File: src/rtl/dma_pacer_pkg.sv
package dma_pacer_pkg;
  typedef enum logic [1:0] {
    WK_LEN   = 2'b00,
    WK_MODE  = 2'b01,
    WK_START = 2'b10,
    WK_NONE  = 2'b11
  } wr_kind_e;
endpackage

File: src/rtl/dma_cmd_regs.sv
module dma_cmd_regs
  import dma_pacer_pkg::*;
#(
  parameter int LEN_W = 16
) (
  input  logic             clk_i,
  input  logic             rst_ni,
  input  logic             wr_en_i,
  input  logic [1:0]       wr_kind_i,
  input  logic [15:0]      wr_data_i,
  input  logic             busy_i,
  input  logic             done_i,
  output logic             start_o,
  output logic [LEN_W-1:0] len_o,
  output logic             disp_o
);
  wr_kind_e kind;
  logic [LEN_W-1:0] len_q;
  logic disp_q, pend_q, pval_q;
  logic pend_n, pval_n;

  assign kind    = wr_kind_e'(wr_kind_i);
  assign start_o = wr_en_i && kind == WK_START && !busy_i;
  assign len_o   = len_q;
  assign disp_o  = disp_q;

  // a mode write landing on the final step still wins
  always_comb begin
    pend_n = pend_q;
    pval_n = pval_q;
    if (wr_en_i && kind == WK_MODE && busy_i) begin
      pend_n = 1'b1;
      pval_n = wr_data_i[0];
    end
  end

  always_ff @(posedge clk_i or negedge rst_ni) begin
    if (!rst_ni) begin
      len_q  <= '0;
      disp_q <= 1'b0;
      pend_q <= 1'b0;
      pval_q <= 1'b0;
    end else begin
      if (wr_en_i && kind == WK_LEN && !busy_i) len_q <= wr_data_i[LEN_W-1:0];
      if (wr_en_i && kind == WK_MODE && !busy_i) disp_q <= wr_data_i[0];
      if (done_i) begin
        if (pend_n) disp_q <= pval_n;
        pend_q <= 1'b0;
      end else begin
        pend_q <= pend_n;
      end
      pval_q <= pval_n;
    end
  end
endmodule

File: src/rtl/dma_rate_acc.sv
module dma_rate_acc #(
  parameter int LINE_CLKS   = 3420,
  parameter int RATE_BLANK  = 205,
  parameter int RATE_ACTIVE = 18
) (
  input  logic clk_i,
  input  logic rst_ni,
  input  logic clr_i,
  input  logic step_i,
  input  logic blank_i,
  output logic tick_o
);
  localparam int RATE_MAX = (RATE_BLANK > RATE_ACTIVE) ? RATE_BLANK : RATE_ACTIVE;
  localparam int ACC_W    = $clog2(LINE_CLKS + RATE_MAX + 1);
  localparam logic [ACC_W-1:0] LINE_V = ACC_W'(LINE_CLKS);

  logic [ACC_W-1:0] acc_q, rate, sum;

  generate
    if (RATE_BLANK == RATE_ACTIVE) begin : g_fixed
      assign rate = ACC_W'(RATE_BLANK);
    end else begin : g_sel
      assign rate = blank_i ? ACC_W'(RATE_BLANK) : ACC_W'(RATE_ACTIVE);
    end
  endgenerate

  assign sum    = acc_q + rate;
  assign tick_o = step_i && (sum >= LINE_V);

  always_ff @(posedge clk_i or negedge rst_ni) begin
    if (!rst_ni)     acc_q <= '0;
    else if (clr_i)  acc_q <= '0;
    else if (step_i) acc_q <= tick_o ? sum - LINE_V : sum;
  end
endmodule

File: src/rtl/dma_word_cnt.sv
module dma_word_cnt #(
  parameter int LEN_W = 16
) (
  input  logic             clk_i,
  input  logic             rst_ni,
  input  logic             load_i,
  input  logic [LEN_W-1:0] len_i,
  input  logic             tick_i,
  output logic             busy_o,
  output logic             done_o,
  output logic             stb_o
);
  localparam int CNT_W = LEN_W + 1;
  localparam logic [CNT_W-1:0] FULL = CNT_W'(1) << LEN_W;

  logic [CNT_W-1:0] left_q;
  logic busy_q, stb_q;

  assign busy_o = busy_q;
  assign stb_o  = stb_q;
  assign done_o = tick_i && left_q == CNT_W'(1);

  always_ff @(posedge clk_i or negedge rst_ni) begin
    if (!rst_ni) begin
      left_q <= '0;
      busy_q <= 1'b0;
      stb_q  <= 1'b0;
    end else begin
      stb_q <= tick_i;
      if (load_i) begin
        left_q <= (len_i == '0) ? FULL : {1'b0, len_i};
        busy_q <= 1'b1;
      end else if (tick_i) begin
        left_q <= left_q - CNT_W'(1);
        if (done_o) busy_q <= 1'b0;
      end
    end
  end
endmodule

File: src/rtl/dma_pacer.sv
module dma_pacer #(
  parameter int LINE_CLKS   = 3420,
  parameter int RATE_BLANK  = 205,
  parameter int RATE_ACTIVE = 18,
  parameter int LEN_W       = 16
) (
  input  logic        clk_i,
  input  logic        rst_ni,
  input  logic        mclk_en_i,
  input  logic        wr_en_i,
  input  logic [1:0]  wr_kind_i,
  input  logic [15:0] wr_data_i,
  input  logic        vblank_i,
  input  logic        bus_gnt_i,
  output logic        bus_req_o,
  output logic        word_stb_o,
  output logic        disp_en_o
);
  logic busy, done, start, tick, step, blank, disp;
  logic [LEN_W-1:0] len;

  assign step      = busy && mclk_en_i && bus_gnt_i;
  assign blank     = vblank_i || !disp;
  assign bus_req_o = busy;
  assign disp_en_o = disp;

  dma_cmd_regs #(.LEN_W(LEN_W)) u_regs (
    .clk_i(clk_i), .rst_ni(rst_ni), .wr_en_i(wr_en_i), .wr_kind_i(wr_kind_i),
    .wr_data_i(wr_data_i), .busy_i(busy), .done_i(done),
    .start_o(start), .len_o(len), .disp_o(disp)
  );

  dma_rate_acc #(.LINE_CLKS(LINE_CLKS), .RATE_BLANK(RATE_BLANK), .RATE_ACTIVE(RATE_ACTIVE)) u_acc (
    .clk_i(clk_i), .rst_ni(rst_ni), .clr_i(start), .step_i(step),
    .blank_i(blank), .tick_o(tick)
  );

  dma_word_cnt #(.LEN_W(LEN_W)) u_cnt (
    .clk_i(clk_i), .rst_ni(rst_ni), .load_i(start), .len_i(len), .tick_i(tick),
    .busy_o(busy), .done_o(done), .stb_o(word_stb_o)
  );
endmodule

File: config.mk
export PLATFORM = sky130hd
export DESIGN_NAME = dma_pacer
export DESIGN_NICKNAME = d
export VERILOG_FILES = /design/src/rtl/dma_pacer_pkg.sv /design/src/rtl/dma_cmd_regs.sv /design/src/rtl/dma_rate_acc.sv /design/src/rtl/dma_word_cnt.sv /design/src/rtl/dma_pacer.sv
export SDC_FILE = /design/constraint.sdc
export NUM_CORES = 1
export LEC_CHECK = 0
export BUFFER_PORTS_ARGS = -buffer_cell sky130_fd_sc_hd__buf_4
export CAP_MARGIN = 0
export CORE_MARGIN = 4
export CORE_UTILIZATION = 45
export DETAILED_ROUTE_END_ITERATION = 8
export GPL_TIMING_DRIVEN = 0
export PLACE_DENSITY = 0.73
export SLEW_MARGIN = 0
export SYNTH_ARGS = -nofsm -noshare
export SYNTH_HDL_FRONTEND = slang
export SYNTH_HIERARCHICAL = 1
export SYNTH_SLANG_ARGS = --single-unit
File: constraint.sdc
create_clock -name clk_i -period 3.9 [get_ports clk_i]
set_input_delay 0.78 -clock clk_i [delete_from_list [all_inputs] [get_ports clk_i]]
set_output_delay 0.78 -clock clk_i [all_outputs]
set_load 0.02 [all_outputs]
==> flow_summary.toml <==
[synth]
synth_top_area_share_pct = 37.8
synth_area_leaders = "dfrtp_1 38%, mux2_2 5.8%, ha_1 3.8%"
avgSynthCellArea_um2 = 10.1
syn_inst = 329
synth_common_cells = "50 x dfrtp_1, 29 x nand2_1, 22 x nor2_1"
synthFlopType = "dfrtp_1"
syn-cell-area_um2 = 3310
yosysMostFrequentCell = "dfrtp_1"
yosysTopAreaCell = "dfrtp_1"
synth_edf_count = 0
ys_seq_area_share_pct = 37.8
synth_cell_types = 78
synthArstFlopShare_pct = 100
synth_nets = 364
yosysWarnings = 6
ys_ff_latch = 50

[pwr]
powerDensity_nw_per_um2 = 844
pwr-share-seq_pct = 27.4
p_sw_mw = 1.57
power.leakage_nw = 1.66
p_int_mw = 1.80
power_frac_comb_pct = 63.4
p_clk_share_pct = 9.2
ir_drop_uv = 390
p_sw_share_pct = 46.6

[cts]
cts_buffers = 5
cts_buffer_depth = 2
clock-sinks = 50
cts_tree = "yes"
cts_max_level = 2
clock-root-buffer = "clkbuf_8"
clk_pin_slew_ps = 90
hold_buffers = 0
clock_latency_ps = 310

[worst_setup_path]
required_ps = 4090
critPathKind = "input pin to flip-flop"
r2r-start = "u_regs/disp_o"
crit_fanout = 6
r2r_cells = 15
slowest_delay_ps = 530
slowest_stage = "nor4_1"
r2r-end = "u_cnt/left_q[15]"
cpMostUsedCell = "buf_6"
critical_path.cell_chain = "buf_6 -> nand2b_4 -> ha_1 -> a211oi_1 -> nor4_1 -> and3b_1 -> o21ai_2 -> a211oi_4 -> buf_6 -> or4b_4 -> or3_4 -> mux2i_1 -> nand3_1"
worst_setup_path_end_kind = "flip-flop"
worst-r2r-setup-slack_ps = 150
start_kind = "input pin"
arrival_ps = 4090

[drt]
first_iter_violations = 167
firstDrtPassIters = 4
drc = 0
routedWlPerCell_um = 16.9
route.met3.wl_um = 305
vias_per_cell = 5.85
met2_length_mm = 3.78
dr.max_layer_used = "met4"
drtAntennaViolNets = 0
vias = 2774
wl_met1_mm = 3.79
wl_mm = 7.99

[run]
maxCapViolCount = 0

[timing]
setup_viol = 0
slew_headroom_pct = 36.2
finalHoldViolCount = 0
rsz0062_at_grt = "yes"
fin_crit_sh_pct = 100
fmax_ghz = 0.256
finalCriticalPeriod_ps = 3900
fin_hold_ws_ps = 481
finClkSkew_ps = 6.30
final-max-slew-violation-count = 0
worst_pin_slew_ps = 950
fin_ws_ps = 0.925

[global_route]
track_usage_pct = 18.5
grt_pass1_vias = 2718
gr-total-overflow = 0
grt_max_degree = 51
antenna_found_initial = 0
grt_pass1_wl_mm = 12.9

[placed_design]
port_buffers = 26
place_ws_ps = -754
placedCellCount = 454
dpl_cell_area_um2 = 3700
gp_congestion = 0.909
hpwlAfterDp_mm = 5.51

[floorplanning]
core_area_um2 = 7210
dieArea_um2 = 8790
io_pins = 27
dieHeight_um = 93.8
dieWidth_um = 93.8
num_rows = 31
start_util_pct = 45.9

[cells_and_area]
antennaDiodeCount = 0
final_area_um2 = 3990
fin_cells = 474
drive_above_1_share_pct = 29.9
post-route-util_pct = 55.2
layout.nets = 409
areaGrowthSynthToFinish_pct = 20.4

[run_status]
status = "finished clean"

[hold_path]
holdCritPathClass = "input pin to asynchronous set/reset pin"
==> cell usage in the layout, fill, tap and decap left out, types with 3 or more instances in the layout <==
| cell | instances |
|---|---|
| nand3_1 | 10 |
| a21oi_2 | 3 |
| or3_1 | 3 |
| a21o_1 | 3 |
| inv_1 | 5 |
| buf_6 | 5 |
| o211ai_1 | 6 |
| a21oi_1 | 5 |
| xor2_4 | 3 |
| buf_4 | 39 |
| mux2_2 | 17 |
| dfrtp_1 | 50 |
| xor2_1 | 7 |
| o21ai_0 | 15 |
| o21ai_1 | 3 |
| a32oi_1 | 3 |
| ha_4 | 3 |
| clkbuf_1 | 5 |
| nor2b_1 | 9 |
| nand2_1 | 29 |
| nand2b_1 | 3 |
| nor4_1 | 7 |
| and3_1 | 4 |
| mux2i_1 | 8 |
| nor2_1 | 22 |
| ha_1 | 6 |
| nand4_1 | 4 |
| xnor2_1 | 9 |
| nor3_1 | 10 |
| a211oi_1 | 5 |
| clkbuf_8 | 5 |
==> worst max path at each step <==
stage | startpoint | to | cells past startpoint
after floorplan | vblank_i | u_cnt/left_q[9] | 14
after global placement | vblank_i | u_cnt/left_q[9] | 15
after detailed placement | vblank_i | u_cnt/left_q[15] | 17
after CTS | vblank_i | u_cnt/left_q[15] | 14
after global routing | vblank_i | u_cnt/left_q[15] | 15
final | vblank_i | u_cnt/left_q[15] | 13
==> critical path: cells and delay by family <==
kind                     cells  cell delay, ps
AND/OR/NAND/NOR              6            1880
AO/OA/AOI/OAI                3             530
adder cells (fa/ha/maj)      1             490
buffers and inverters        2             230
multiplexers                 1             160
==> power by group through the flow <==
stage	Clock (mW)	Combinational, mW	Sequential (mW)
6_report	0.309	2.13	0.923
5_1_grt	0.346	2.34	0.957
4_1_cts	0.322	1.89	0.921
3_5_place_dp	0	1.79	0.928
3_3_place_gp	0	1.73	0.921
2_1_floorplan	0	1.45	0.879
==> stage by stage <==
step,TNS (ps),power (mW)
after floorplan,-666,2.33
after global placement,-6720,2.65
after detailed placement,-7570,2.72
after CTS,0,3.13
after global routing,-389,3.64
final,0,3.36
==> cell families after synthesis <==
group | count (synthesis) | share of synthesized area (%)
AO/OA/AOI/OAI | 75 | 17.7
XOR/XNOR | 20 | 6.08
adder cells (fa/ha/maj) | 11 | 4.38
buffers and inverters | 20 | 3.44
flip-flops | 50 | 37.8
multiplexers | 25 | 8.20
AND/OR/NAND/NOR | 128 | 22.4
==> registers in the layout (all words and copies together), names as in the netlist <==
register / flops
u_cnt/busy_o: 1
u_cnt/stb_o: 1
u_regs/len_o: 16
u_regs/pval_q: 1
u_regs/pend_q: 1
u_cnt/left_q: 17
u_regs/disp_o: 1
u_acc/acc_q: 12
==> area by class of cell <==
class | count | area [um^2]
Buffer | 13 | 87.6
Clock buffer | 5 | 68.8
Clock inverter | 3 | 18.8
Fill cell | 657 | 3230
Inverter | 7 | 28.8
Multi-Input combinational cell | 259 | 2120
Sequential cell | 50 | 1250
Tap cell | 99 | 124
Timing Repair Buffer | 38 | 289
==> timing repair <==
action,in CTS,in global routing
setup buffers,5,7
resized for setup,2,15
gates cloned,0,0
pin swaps,6,9
setup endpoints to repair,12,9
==> layer usage <==
layer,up-vias,track usage [%]
li1,1322,-
met1,1362,26.1
met2,78,29.1
met3,12,3.21
met4,0,5.17
met5,-,0
(Power assumes the default switching activity.)
